### config.mk
export PLATFORM = sky130hd
export DESIGN_NAME = supmon_top
export DESIGN_NICKNAME = d
export VERILOG_FILES = /design/src/rtl/supmon_pkg.sv /design/src/rtl/supmon_sync.sv /design/src/rtl/supmon_window.sv /design/src/rtl/supmon_filt_bit.sv /design/src/rtl/supmon_top.sv
export SDC_FILE = /design/constraint.sdc
export NUM_CORES = 1
export LEC_CHECK = 0
export BUFFER_PORTS_ARGS = -buffer_cell sky130_fd_sc_hd__clkbuf_2
export CORE_MARGIN = 1.5
export CORE_UTILIZATION = 50
export DETAILED_ROUTE_END_ITERATION = 6
export GPL_TIMING_DRIVEN = 0
export PLACE_DENSITY = 0.72
export SLEW_MARGIN = 20
export SYNTH_ARGS = -nofsm -noshare
export SYNTH_HDL_FRONTEND = slang
export SYNTH_SLANG_ARGS = --single-unit
### constraint.sdc
create_clock -name clk -period 2.23 [get_ports clk]
set_input_delay 0.223 -clock clk [delete_from_list [all_inputs] [get_ports clk]]
set_output_delay 0.223 -clock clk [all_outputs]
set_load 0.02 [all_outputs]
### src/rtl/supmon_pkg.sv
package supmon_pkg;

    typedef enum logic {
        MODE_LEVEL  = 1'b0,
        MODE_WINDOW = 1'b1
    } win_mode_e;

    typedef struct packed {
        logic hi;   // threshold A decision
        logic lo;   // threshold B decision
    } cmp_pair_t;

    // Combine a comparator pair into status A according to the mode.
    function automatic logic combine_a(win_mode_e mode, cmp_pair_t p);
        if (mode == MODE_WINDOW) begin
            return p.hi & ~p.lo;
        end
        return p.hi;
    endfunction

endpackage

### src/rtl/supmon_sync.sv
module supmon_sync #(
    parameter int WIDTH = 2
) (
    input  logic             clk,
    input  logic             rst,
    input  logic [WIDTH-1:0] d,
    output logic [WIDTH-1:0] q
);
    logic [WIDTH-1:0] stage1;

    always_ff @(posedge clk) begin
        if (rst) begin
            stage1 <= '0;
            q      <= '0;
        end else begin
            stage1 <= d;
            q      <= stage1;
        end
    end
endmodule

### src/rtl/supmon_window.sv
module supmon_window
    import supmon_pkg::*;
#(
    parameter int NUM_CH = 10
) (
    input  logic              clk,
    input  logic              rst,
    input  logic [NUM_CH-1:0] mode,
    input  logic [NUM_CH-1:0] a_in,
    input  logic [NUM_CH-1:0] b_in,
    output logic [NUM_CH-1:0] a_out,
    output logic [NUM_CH-1:0] b_out
);
    for (genvar i = 0; i < NUM_CH; i++) begin : g_ch
        cmp_pair_t pair;
        win_mode_e mode_e;

        assign pair   = '{hi: a_in[i], lo: b_in[i]};
        assign mode_e = win_mode_e'(mode[i]);
        assign a_out[i] = combine_a(mode_e, pair);
        assign b_out[i] = b_in[i];


        win_block_chk: assert property (@(posedge clk) disable iff (rst)
            (mode[i] && b_in[i]) |-> !a_out[i]);
    end
endmodule

### src/rtl/supmon_filt_bit.sv
module supmon_filt_bit #(
    parameter int FILT_LEN = 512
) (
    input  logic clk,
    input  logic rst,
    input  logic en,
    input  logic din,
    output logic dout
);
    localparam int CW = (FILT_LEN > 2) ? $clog2(FILT_LEN) : 1;
    localparam logic [CW-1:0] LAST = CW'(FILT_LEN - 1);

    logic [CW-1:0] cnt;

    always_ff @(posedge clk) begin
        if (rst) begin
            dout <= 1'b0;
            cnt  <= '0;
        end else if (!en) begin
            dout <= din;
            cnt  <= '0;
        end else if (din == dout) begin
            cnt  <= '0;
        end else if (cnt == LAST) begin
            dout <= din;
            cnt  <= '0;
        end else begin
            cnt  <= cnt + 1'b1;
        end
    end


    cnt_range_chk: assert property (@(posedge clk) disable iff (rst)
        cnt <= LAST);


    bypass_follow_chk: assert property (@(posedge clk) disable iff (rst)
        !en |=> (dout == $past(din)));


    filt_hold_chk: assert property (@(posedge clk) disable iff (rst)
        (en && cnt != LAST) |=> $stable(dout));


    rst_clear_chk: assert property (@(posedge clk)
        rst |=> (dout == 1'b0 && cnt == '0));
endmodule

### src/rtl/supmon_top.sv
module supmon_top
    import supmon_pkg::*;
#(
    parameter int NUM_CH   = 10,
    parameter int FILT_LEN = 512
) (
    input  logic              clk,
    input  logic              rst,
    input  logic [NUM_CH-1:0] cmp_a,
    input  logic [NUM_CH-1:0] cmp_b,
    input  logic [NUM_CH-1:0] win_mode,
    input  logic [NUM_CH-1:0] filt_en,
    output logic [NUM_CH-1:0] stat_a,
    output logic [NUM_CH-1:0] stat_b
);
    localparam int SYNC_W = 2 * NUM_CH;

    logic [SYNC_W-1:0] raw_bus;
    logic [SYNC_W-1:0] sync_bus;
    logic [NUM_CH-1:0] sa, sb;
    logic [NUM_CH-1:0] wa, wb;

    assign raw_bus = {cmp_b, cmp_a};
    assign sa      = sync_bus[NUM_CH-1:0];
    assign sb      = sync_bus[SYNC_W-1:NUM_CH];

    supmon_sync #(.WIDTH(SYNC_W)) u_sync (
        .clk (clk),
        .rst (rst),
        .d   (raw_bus),
        .q   (sync_bus)
    );

    supmon_window #(.NUM_CH(NUM_CH)) u_window (
        .clk   (clk),
        .rst   (rst),
        .mode  (win_mode),
        .a_in  (sa),
        .b_in  (sb),
        .a_out (wa),
        .b_out (wb)
    );

    for (genvar i = 0; i < NUM_CH; i++) begin : g_filt
        supmon_filt_bit #(.FILT_LEN(FILT_LEN)) u_fa (
            .clk  (clk),
            .rst  (rst),
            .en   (filt_en[i]),
            .din  (wa[i]),
            .dout (stat_a[i])
        );
        supmon_filt_bit #(.FILT_LEN(FILT_LEN)) u_fb (
            .clk  (clk),
            .rst  (rst),
            .en   (filt_en[i]),
            .din  (wb[i]),
            .dout (stat_b[i])
        );
    end
endmodule

==> results of run 1 <==
-- power breakdown --
group / switching [µW] / internal, µW / leakage, µW
clock network: 1610 / 2560 / 0.000410
registers: 29.0 / 4340 / 0.00194
logic: 192 / 142 / 0.00185
-- sequential cells by signal, indices dropped and copies added (netlist names) --
signal and count:
g_filt.u_fa.cnt 90, g_filt.u_fb.cnt 90, u_sync.q 20, u_sync.stage1 20
g_filt.u_fa.dout 10, g_filt.u_fb.dout 10
-- logic make-up after synthesis --
| kind of cell | after synthesis | synth area share [%] |
|---|---|---|
| buffers and inverters | 46 | 2.655 |
| muxes | 21 | 2.176 |
| adders and majority gates | 40 | 5.181 |
| DFF | 240 | 49.74 |
| xor gates and xnor gates | 80 | 7.565 |
| AOI/OAI and AO/OA | 128 | 7.888 |
| and+or+nand+nor | 447 | 24.79 |
-- metal layers --
metal	wire length (µm)	GRT usage, %	vias to the layer above	part of all wire [%]
li1	-	-	3737	-
met1	8366	23.85	3295	47
met2	8524	31.71	96	48
met3	637	2.557	27	3.6
met4	322	4.992	0	1.8
met5	0	0	-	0
-- worst max-delay path by stage --
| stage | end | slack (ns) | from | depth (start not counted) |
|---|---|---|---|---|
| 2_1_floorplan | g_filt[3].u_fa.cnt[1] | 0.50 | g_filt[3].u_fa.cnt[0] | 8 |
| 3_3_place_gp | g_filt[3].u_fa.cnt[2] | 0.29 | g_filt[3].u_fa.cnt[0] | 8 |
| 5_1_grt | g_filt[6].u_fa.cnt[2] | 0.06 | g_filt[6].u_fa.cnt[0] | 8 |
| 3_5_place_dp | g_filt[3].u_fa.cnt[2] | 0.23 | g_filt[3].u_fa.cnt[0] | 8 |
| 4_1_cts | g_filt[3].u_fa.cnt[2] | 0.23 | g_filt[3].u_fa.cnt[0] | 8 |
| 6_report | g_filt[6].u_fa.cnt[2] | 0.26 | g_filt[6].u_fa.cnt[0] | 8 |
-- synth_stat cells (11+ instances only) --
| library cell | count | area (µm²) |
|---|---|---|
| nand2_1 | 58 | 217.7 |
| nand3_1 | 68 | 340.3 |
| o21ai_0 | 56 | 280.3 |
| nand4_1 | 18 | 112.6 |
| or3_1 | 54 | 337.8 |
| nand2b_1 | 20 | 125.1 |
| or2_2 | 11 | 68.82 |
| xnor2_1 | 29 | 254.0 |
| nor3b_1 | 29 | 217.7 |
| nor3_1 | 52 | 260.3 |
| and3_1 | 20 | 125.1 |
| xor2_1 | 47 | 411.6 |
| dfxtp_1 | 240 | 4805 |
| ha_1 | 40 | 500.5 |
| a211oi_1 | 28 | 210.2 |
| buf_4 | 20 | 150.1 |
| nor2_1 | 67 | 251.5 |
| a21oi_1 | 28 | 140.1 |
| mux2i_1 | 21 | 210.2 |
| nor2b_1 | 41 | 256.5 |
-- metrics by stage --
| step | instance area, µm² | power, µW |
|---|---|---|
| after floorplan | 9659 | 4651 |
| after global placement | 10290 | 4769 |
| after detailed placement | 10290 | 4773 |
| after CTS | 11330 | 8970 |
| after global routing | 11330 | 9173 |
| final | 11330 | 8873 |
-- final cells by class --
cell class              count  area, µm²
well taps                 260      325.3
clock buffers              38      757.0
repair buffers             81      505.5
fillers                  1585       7505
clock inverters             6      82.58
inverters                   8      30.03
plain buffers              37      222.7
flip-flops and latches    240       4805
multi-input cells         716       4598
-- worst register-to-register path: stages (launching register included) --
cell,delay (ns)
dfxtp_1,0.38
ha_1,0.21
nand3_1,0.17
nor3_1,0.23
ha_1,0.17
nand2b_1,0.12
or2_2,0.11
buf_1,0.33
nor3_1,0.10
-- timing repair --
action                                  CTS  global route
endpoints found under the hold margin    20             0
endpoints found under the setup margin    0             9
hold buffers                             20             0
==> metrics.md, run 1 <==
| Metric | Value |
|---|---|
| Crit path max-delay family | simple AND/OR/NAND/NOR gates |
| I/O pins | 62 |
| CTS clk-pin slew, worst paths | approximately 0.060 ns |
| WL/cell | 12.88 µm |
| Outcome | finished, final reports clean |
| Min-delay src | filt_en[0] |
| Syn Inst Count | approximately 1000 |
| Final hold viol count | 0 |
| Max incr delay on CP | about 0.38 ns |
| Total track usage | 18.27% |
| Slew headroom | 44.30% |
| Cell Chain, Critical Path | ha_1 -> nand3_1 -> nor3_1 -> ha_1 -> nand2b_1 -> or2_2 -> buf_1 -> nor3_1 |
| Worst Tran Pin Value | between 0.8 and 0.9 ns |
| Post-Layout Cell Count | 1386 |
| Minimum clock period after layout | roughly 2.0 ns |
| Hold Path Class | in -> reg |
| Most common cell after layout, fill and taps aside | dfxtp_1 |
| Static leakage | 0.004202 µW |
| First DRT Iteration DRCs | roughly 280 |
| DRC viols | 0 |
| Seq/Total Area, Yosys | 49.74% |
| Vias in the first global route | ~6700 |
| Syn. warnings | 0 |
| Final worst setup slack | roughly 0.26 ns |
| Hold Path End | g_filt[0].u_fb.dout |
| Cell variety after synth | 36 |
| Post-CTS resize count | 0 |
| Internal reg-to-reg setup slack | approximately 0.26 ns |
| Setup bufs post-CTS | 0 |
| Avg Inst Size Synth | 9.640 µm² |
| Unrepaired setup endpoints after global routing | no |
| Post-synth EDFFs | 0 |
| Antenna violations before repair | 0 |
| Commonest cells after routing, fill and taps aside | dfxtp_1 (240), nand3_1 (68), nor2_1 (67) |
| CP Launch Type | register |
| Ys flop type | dfxtp_1 |
| R2R depth | 8 |
| Place WS | 0.2300 ns |
| TritonCTS buffer count | 26 |
| First-pass GRT wire length | 30640 µm |
| Fmax | between 500 and 600 MHz |
| Pins over their slew limit | 0 |
| Die area | 20160 µm² |
| # nets final | around 1200 |
| DP Cell Count | around 1300 |
| Fin crit share | 88.14% |
| Ant diodes | 0 |
| H-tree depth | 1 |
| Row count | 50 |
| Critical Path Sink Type | register |
| Setup TNS | 0 ns |
| Async SR Flop Fraction | 0% |
| Die Ht | 142.0 µm |
| CTS tree | done |
| Share of cells above drive strength 1 | between 10% and 20% |
| Data required time at the worst endpoint | 2.60 ns |
| Core box area | 18830 µm² |
| WP data arrival | about 2.3 ns |
| Crit Path Class | reg -> reg |
| WL final | roughly 18000 µm |
| Die span in x | between 100 and 150 µm |
| Crit path buffers/inverters | 1 |
| Max_cap viols | 0 |
| RR Endpoint | g_filt[6].u_fa.cnt[2] |
| Reg-to-reg critical path startpoint | g_filt[6].u_fa.cnt[0] |
| PortBufs | 61 |
| Power density over the cells | around 800 nW/µm² |
| Hold path cells | 4 |
| Final HPWL DP | 11870 µm |
| Pin count of the biggest net entering global routing | 14 |
| Critical-path top delay cell | dfxtp_1 |
| Crit path max fanout | 9 |
| DR vias | 7155 |
| Post-layout util | 60.15% |
| Peak VDD IR | between 0.5 and 0.6 mV |
| FF+latch count, synth | 240 |
| Routed Antenna Nets | 0 |
| CTS Buffer Depth | 3 |
| Clk_lat worst skew | slightly above 0.5 ns |
| Post-synth net total | ~1100 |
| Clock sink total | 240 |
| DR pass1 iterations | 4 |
| Mapped Area | between 9000 and 10000 µm² |
| Grt total ovfl | 0 |
| Root Buffer | clkbuf_16 |
| Layout overhead on the synthesized area | 17.25% |
| Initial Util | between 50% and 60% |
| Final setup vio count | 0 |
| Fin Clk Skew | about 0.0064 ns |
| Gp weighted congestion | 0.7412 |
| WHS | just over 0.07 ns |
| Vias/cell | between 5 and 6 |
Note: power is estimated with default switching activity, not from simulation.
==> inputs of run 2 (changes only) <==
--- a/config.mk
+++ b/config.mk
@@ -5,6 +5,7 @@
 export SDC_FILE = /design/constraint.sdc
 export NUM_CORES = 1
 export LEC_CHECK = 0
+export ABC_AREA = 1
 export BUFFER_PORTS_ARGS = -buffer_cell sky130_fd_sc_hd__clkbuf_2
 export CORE_MARGIN = 1.5
 export CORE_UTILIZATION = 50
==> metrics.md, run 2 <==
| Metric | Value |
|---|---|
| Area of the multi-input gates | approximately 4400 µm² |
| Gp weighted congestion | around 0.79 |
| H-tree depth | 1 |
| Hold Path End | g_filt[4].u_fa.dout |
| Setup TNS | 0 ns |
| Ant diodes | 0 |
| Mux cell area share after synthesis | 0% |
| Mapped Area | 10160 µm² |
| Syn. warnings | 0 |
| Post-Layout Cell Count | 1740 |
| Final hold viol count | 0 |
| Grt total ovfl | 0 |
| DR pass1 iterations | 5 |
| TritonCTS buffer count | 24 |
| Commonest cells after routing, fill and taps aside | nor2_1 (306), nand2_1 (266), dfxtp_1 (240) |
| Largest regs | g_filt.u_fa.cnt x90, g_filt.u_fb.cnt x90 |
| Outcome | finished, final reports clean |
| Die Ht | 145.5 µm |
| Die span in x | around 150 µm |
| Root Buffer | clkbuf_16 |
| Die area | between 20000 and 25000 µm² |
| Post-synth EDFFs | 0 |
| Fin Clk Skew | approximately 0.015 ns |
| Cell variety after synth | 26 |
| Layout overhead on the synthesized area | 15.90% |
| DP Cell Count | roughly 1700 |
| CTS Buffer Depth | 3 |
| Min-delay src | filt_en[4] |
| Share of cells above drive strength 1 | about a tenth |
| Total track usage | 18.27% |
| RR Endpoint | g_filt[4].u_fb.cnt[8] |
| Power density over the cells | 749.0 nW/µm² |
| Fin crit share | just over 80% |
| Crit path max fanout | 5 |
| Row count | ~50 |
| CTS clk-pin slew, worst paths | 0.06 ns |
| Initial Util | between 50 and 60% |
| R2R depth | 11 |
| Pins over their slew limit | 0 |
| Top-count cell post-synth | nor2_1 |
| Pin count of the biggest net entering global routing | 15 |
| CTS tree | done |
| Critical Path Sink Type | register |
| Unrepaired setup endpoints after global routing | no |
| Fill count | around 1700 |
| Slew headroom | a little over half |
| Worst Tran Pin Value | between 0.6 and 0.7 ns |
| First-pass GRT wire length | approximately 33000 µm |
| Hold path cells | 3 |
| Seq/Total Area, Yosys | 47.29% |
| Final HPWL DP | between 10000 and 15000 µm |
| Minimum clock period after layout | between 1.5 and 2 ns |
| Vias in the first global route | 7794 |
| Most common cell after layout, fill and taps aside | nor2_1 |
| Syn Inst Count | between 1000 and 1500 |
| Xor/xnor share of the synthesized area | 5.172% |
| Ys flop type | dfxtp_1 |
| Antenna violations before repair | 0 |
| First DRT Iteration DRCs | 350 |
| Routed Antenna Nets | 0 |
| Core box area | between 15000 and 20000 µm² |
| Post-layout util | about three fifths |
| Compound-gate portion of the synthesized area | between 4 and 5% |
| Synth cell count leaders | nor2_1 (306), nand2_1 (266), dfxtp_1 (240) |
| WP data arrival | about 2.3 ns |
| Post-Synth Simple-Gate Area | between 20 and 30% |
| Worst Setup SP | g_filt[4].u_fb.cnt[0] |
| Fmax | about 540 MHz |
| Reg area | ~4800 µm² |
| Final setup vio count | 0 |
| Share of the synthesized area in the top cell type | a little under half |
| Data required time at the worst endpoint | 2.68 ns |
| FF+latch count, synth | 240 |
| Final worst setup slack | about 0.38 ns |
| # nets final | ~1500 |
| WL final | between 15000 and 20000 µm |
| Static leakage | 0.004665 µW |
| Post-synth net total | approximately 1400 |
| Clk_lat worst skew | ~0.5 ns |
| DR vias | slightly above 8000 |
| Reg-to-reg critical path startpoint | g_filt[4].u_fb.cnt[0] |
| Max_cap viols | 0 |
| CP Launch Type | register |
| Internal reg-to-reg setup slack | roughly 0.38 ns |
| I/O pins | 62 |
| Hold Path Class | in -> reg |
| WL/cell | between 10 and 15 µm |
| Setup bufs post-CTS | 0 |
| Ranking of synthesized cells by area | dfxtp_1 (47%), nor2_1 (11%), nand2_1 (9.8%) |
| Vias/cell | 4.660 |
| PortBufs | 60 |
| Async SR Flop Fraction | 0% |
| Avg Inst Size Synth | roughly 7.5 µm² |
| Leading area contributor after synthesis | dfxtp_1 |
| Post-Synth Adder-Cell Area | approximately 4.9% |
| Place WS | around 0.38 ns |
| Peak VDD IR | around 0.57 mV |
| Largest family of logic cells by synthesized area | simple AND/OR/NAND/NOR gates |
| Clock sink total | 240 |
| Crit Path Class | reg -> reg |
| DRC viols | 0 |
==> run 2: cell count changes after synthesis, sizes merged, moves of 26 or more <==
cell,delta
or3,-56
nor3b,-30
nor2b,-41
nor2,+250
o21ai,-30
nand2,+208
inv,+192
nand3,+26
a211oi,-30
a21oi,+27
nor3,-45
==> run 2: report_power, final <==
| part | switching, µW | internal [µW] |
|---|---|---|
| Combinational | 234 | 169 |
| Clock | 1600 | 2400 |
| Sequential | 53.5 | 4360 |
| Total | 1890 | 6930 |
==> run 2: critical path: stages (launching register included) <==
cell	delay (ns)
dfxtp_1	0.32
ha_1	0.23
nand2_1	0.08
nor2_1	0.06
nand2_1	0.08
nor2_1	0.05
ha_1	0.20
nor2_1	0.14
nand2_1	0.06
nor2_1	0.29
inv_1	0.16
nor2_1	0.11
==> run 2: logic make-up after synthesis <==
kind of cell / count (synthesis)
compound gates: 88
buf+inv: 229
flops: 240
simple gates: 697
xor+xnor: 60
fa+ha+maj: 40
==> run 2: per-stage QoR <==
stage | instance area, µm² | hold WS [ns] | total power, µW
2_1_floorplan | 10160 | 0.3300 | 4743
3_3_place_gp | 10790 | 0.3893 | 4875
3_5_place_dp | 10790 | 0.3953 | 4885
4_1_cts | 11780 | 0.003287 | 8915
5_1_grt | 11780 | 0.02501 | 9153
6_report | 11780 | 0.008404 | 8819
==> run 2: worst max path at each step <==
stage	endpoint	slack [ns]
2_1_floorplan	g_filt[4].u_fb.cnt[0]	0.66
3_3_place_gp	g_filt[4].u_fb.cnt[8]	0.40
3_5_place_dp	g_filt[4].u_fb.cnt[1]	0.38
4_1_cts	g_filt[4].u_fb.cnt[1]	0.36
5_1_grt	g_filt[4].u_fb.cnt[8]	0.11
6_report	g_filt[4].u_fb.cnt[8]	0.38
==> run 2: area by class of cell <==
type	count	area share, %
plain buffers	28	1.679
clock inverters	6	0.6801
well taps	265	2.816
inverters	201	6.450
repair buffers	80	4.250
multi-input cells	885	37.35
flip-flops and latches	240	40.80
clock buffers	35	5.972
==> run 2: routing by layer <==
| metal | global-route usage, % | wire, µm |
|---|---|---|
| met2 | 32.83 | 8810 |
| met5 | 0 | 0 |
| met3 | 2.884 | 672 |
| met4 | 5.204 | 478 |
| met1 | 22.55 | 8842 |
==> run 2: timing repair <==
item	CTS	global route
resized for setup	0	0
hold endpoints to repair	20	0
hold buffers	20	0
==> inputs of run 3 (changes only) <==
==> constraint.sdc (replaced) <==
create_clock -name clk -period 1.85 [get_ports clk]
set_input_delay 0.185 -clock clk [delete_from_list [all_inputs] [get_ports clk]]
set_output_delay 0.185 -clock clk [all_outputs]
set_load 0.02 [all_outputs]
==> metrics.md, run 3 (synthesized netlist as in run 2, its figures left out) <==
| Metric | Value |
|---|---|
| Antenna violations before repair | 0 |
| PortBufs | 60 |
| Die span in x | about 150 µm |
| Final hold viol count | 0 |
| Gp weighted congestion | between 0.7 and 0.8 |
| CP Launch Type | register |
| Grt total ovfl | 0 |
| Share of cells above drive strength 1 | a little under an eighth |
| Critical-path top delay cell | dfxtp_1 |
| Fin Clk Skew | approximately 0.017 ns |
| Max incr delay on CP | about 0.32 ns |
| DR pass1 iterations | 5 |
| Total track usage | ~18% |
| Vias/cell | 4.681 |
| Post-layout util | approximately three fifths |
| Die Ht | 145.5 µm |
| Clk_lat worst skew | ~0.5 ns |
| First DRT Iteration DRCs | just over 300 |
| P_int | about 8400 µW |
| Fill count | around 1700 |
| Place WS | approximately 0.00085 ns |
| Power density over the cells | a little under 900 nW/µm² |
| Static leakage | approximately 0.0047 µW |
| Crit Path Class | reg -> reg |
| Crit path max fanout | 5 |
| Net Sw Frac | between 20% and 30% |
| P_sw | 2308 µW |
| WP data arrival | roughly 2.1 ns |
| Slew headroom | between 50 and 60% |
| Fmax | between 500 and 600 MHz |
| Final HPWL DP | 13170 µm |
| Cell Chain, Critical Path | ha_1 -> nand2_1 -> inv_1 -> nand4_1 -> nor2_1 -> ha_1 -> inv_1 -> nand3_1 -> nor2_4 -> inv_1 -> nor2_1 |
| Fin crit share | between 90 and 100% |
| Largest regs | g_filt.u_fa.cnt x90, g_filt.u_fb.cnt x90 |
| Commonest cells after routing, fill and taps aside | nor2_1 (299), nand2_1 (266), dfxtp_1 (240) |
| Combinational share of power | about 5.0% |
| CTS clk-pin slew, worst paths | 0.06 ns |
| Pin count of the biggest net entering global routing | 15 |
| First-pass GRT wire length | roughly 33000 µm |
| DRC viols | 0 |
| Data required time at the worst endpoint | ~2.3 ns |
| WL/cell | 10.93 µm |
| Routed Antenna Nets | 0 |
| CTS tree | done |
| Flop pwr share | 49.8% |
| Root Buffer | clkbuf_16 |
| Most frequent CP cell | inv_1 |
| I/O pins | just over 60 |
| Die area | between 20000 and 25000 µm² |
| # nets final | between 1500 and 2000 |
| WL final | 19190 µm |
| Worst Tran Pin Value | a little under 0.7 ns |
| Vias in the first global route | around 8000 |
| TritonCTS buffer count | 24 |
| DR vias | 8220 |
| H-tree depth | 1 |
| Row count | just over 50 |
| Peak VDD IR | about 0.68 mV |
| Critical Path Sink Type | register |
| Core box area | between 15000 and 20000 µm² |
| Clock sink total | 240 |
| Ant diodes | 0 |
| Final worst setup slack | between 0.15 and 0.2 ns |
| Outcome | finished, final reports clean |
| CTS Buffer Depth | 3 |
| Minimum clock period after layout | between 1.5 and 2 ns |
| Most common cell after layout, fill and taps aside | nor2_1 |
| Final setup vio count | 0 |
| Total power draw | ~11000 µW |
| Layout overhead on the synthesized area | 18.32% |
| Proportion of power drawn by the clock network | 45.2% |
| Hold Path Class | in -> reg |
| Max_cap viols | 0 |
| Pins over their slew limit | 0 |
| Initial Util | around half |
[run 3: path summary, 6_finish.rpt]
path | start | depth (start not counted) | end | slack, ns
max reg2reg | g_filt[8].u_fb.cnt[0] | 11 | g_filt[8].u_fb.cnt[2] | 0.17
min | win_mode[5] | 4 | g_filt[5].u_fa.dout | 0.01
max | g_filt[8].u_fb.cnt[0] | 11 | g_filt[8].u_fb.cnt[2] | 0.17
min reg2reg | u_sync.stage1[15] | 2 | u_sync.q[15] | 0.40
[run 3: timing repair]
action | in CTS | in global routing
setup buffers | 0 | 1
cloned | 0 | 2
pin swaps | 0 | 5
hold buffers | 33 | 0
gates resized for setup | 1 | 24
endpoints found under the setup margin | 5 | 84
hold endpoints to repair | 32 | 0
[run 3: layer usage]
| metal | vias to the layer above | GRT usage (%) | wire length [µm] |
|---|---|---|---|
| met3 | 35 | 2.727 | 650 |
| met1 | 3668 | 22.73 | 8959 |
| li1 | 4388 | - | - |
| met4 | 0 | 5.000 | 416 |
| met5 | - | 0 | 0 |
| met2 | 129 | 33.19 | 9163 |
[run 3: stage by stage]
step | std cells | cell area, µm² | hold WS (ns) | setup TNS, ns
global route | 1756 | 12020 | 0.02522 | -0.01431
detailed placement | 1679 | 10790 | 0.3838 | 0
floorplan | 1354 | 10160 | 0.2920 | 0
CTS | 1753 | 11910 | 0.003605 | 0
finish | 1756 | 12020 | 0.01423 | 0
global placement | 1679 | 10790 | 0.3809 | 0
[run 3: power groups by stage]
stage,Clock [µW],Combinational [µW],Sequential (µW)
after floorplan,0,304,5410
after global placement,0,447,5430
after detailed placement,0,455,5430
after CTS,4940,514,5320
after global routing,5160,594,5330
final,4840,533,5320
[run 3: critical path, delay by kind of cell (launching register included)]
| family | cells | cell delay (ns) |
|---|---|---|
| adders and majority gates | 2 | 0.42 |
| and+or+nand+nor | 6 | 0.62 |
| DFF | 1 | 0.32 |
| buffers and inverters | 3 | 0.25 |
[run 3: layout make-up]
type                       count  area [µm²]  share of cell area, %
sequential                   240        4805                  39.97
buffer                        28       197.7                  1.644
multi-input combinational    887        4507                  37.49
inverter                     201       759.5                  6.318
clock buffer                  35       703.2                  5.849
timing repair buffer          94       638.1                  5.308
tap                          265       331.6                  2.758
clock inverter                 6       80.08                 0.6661
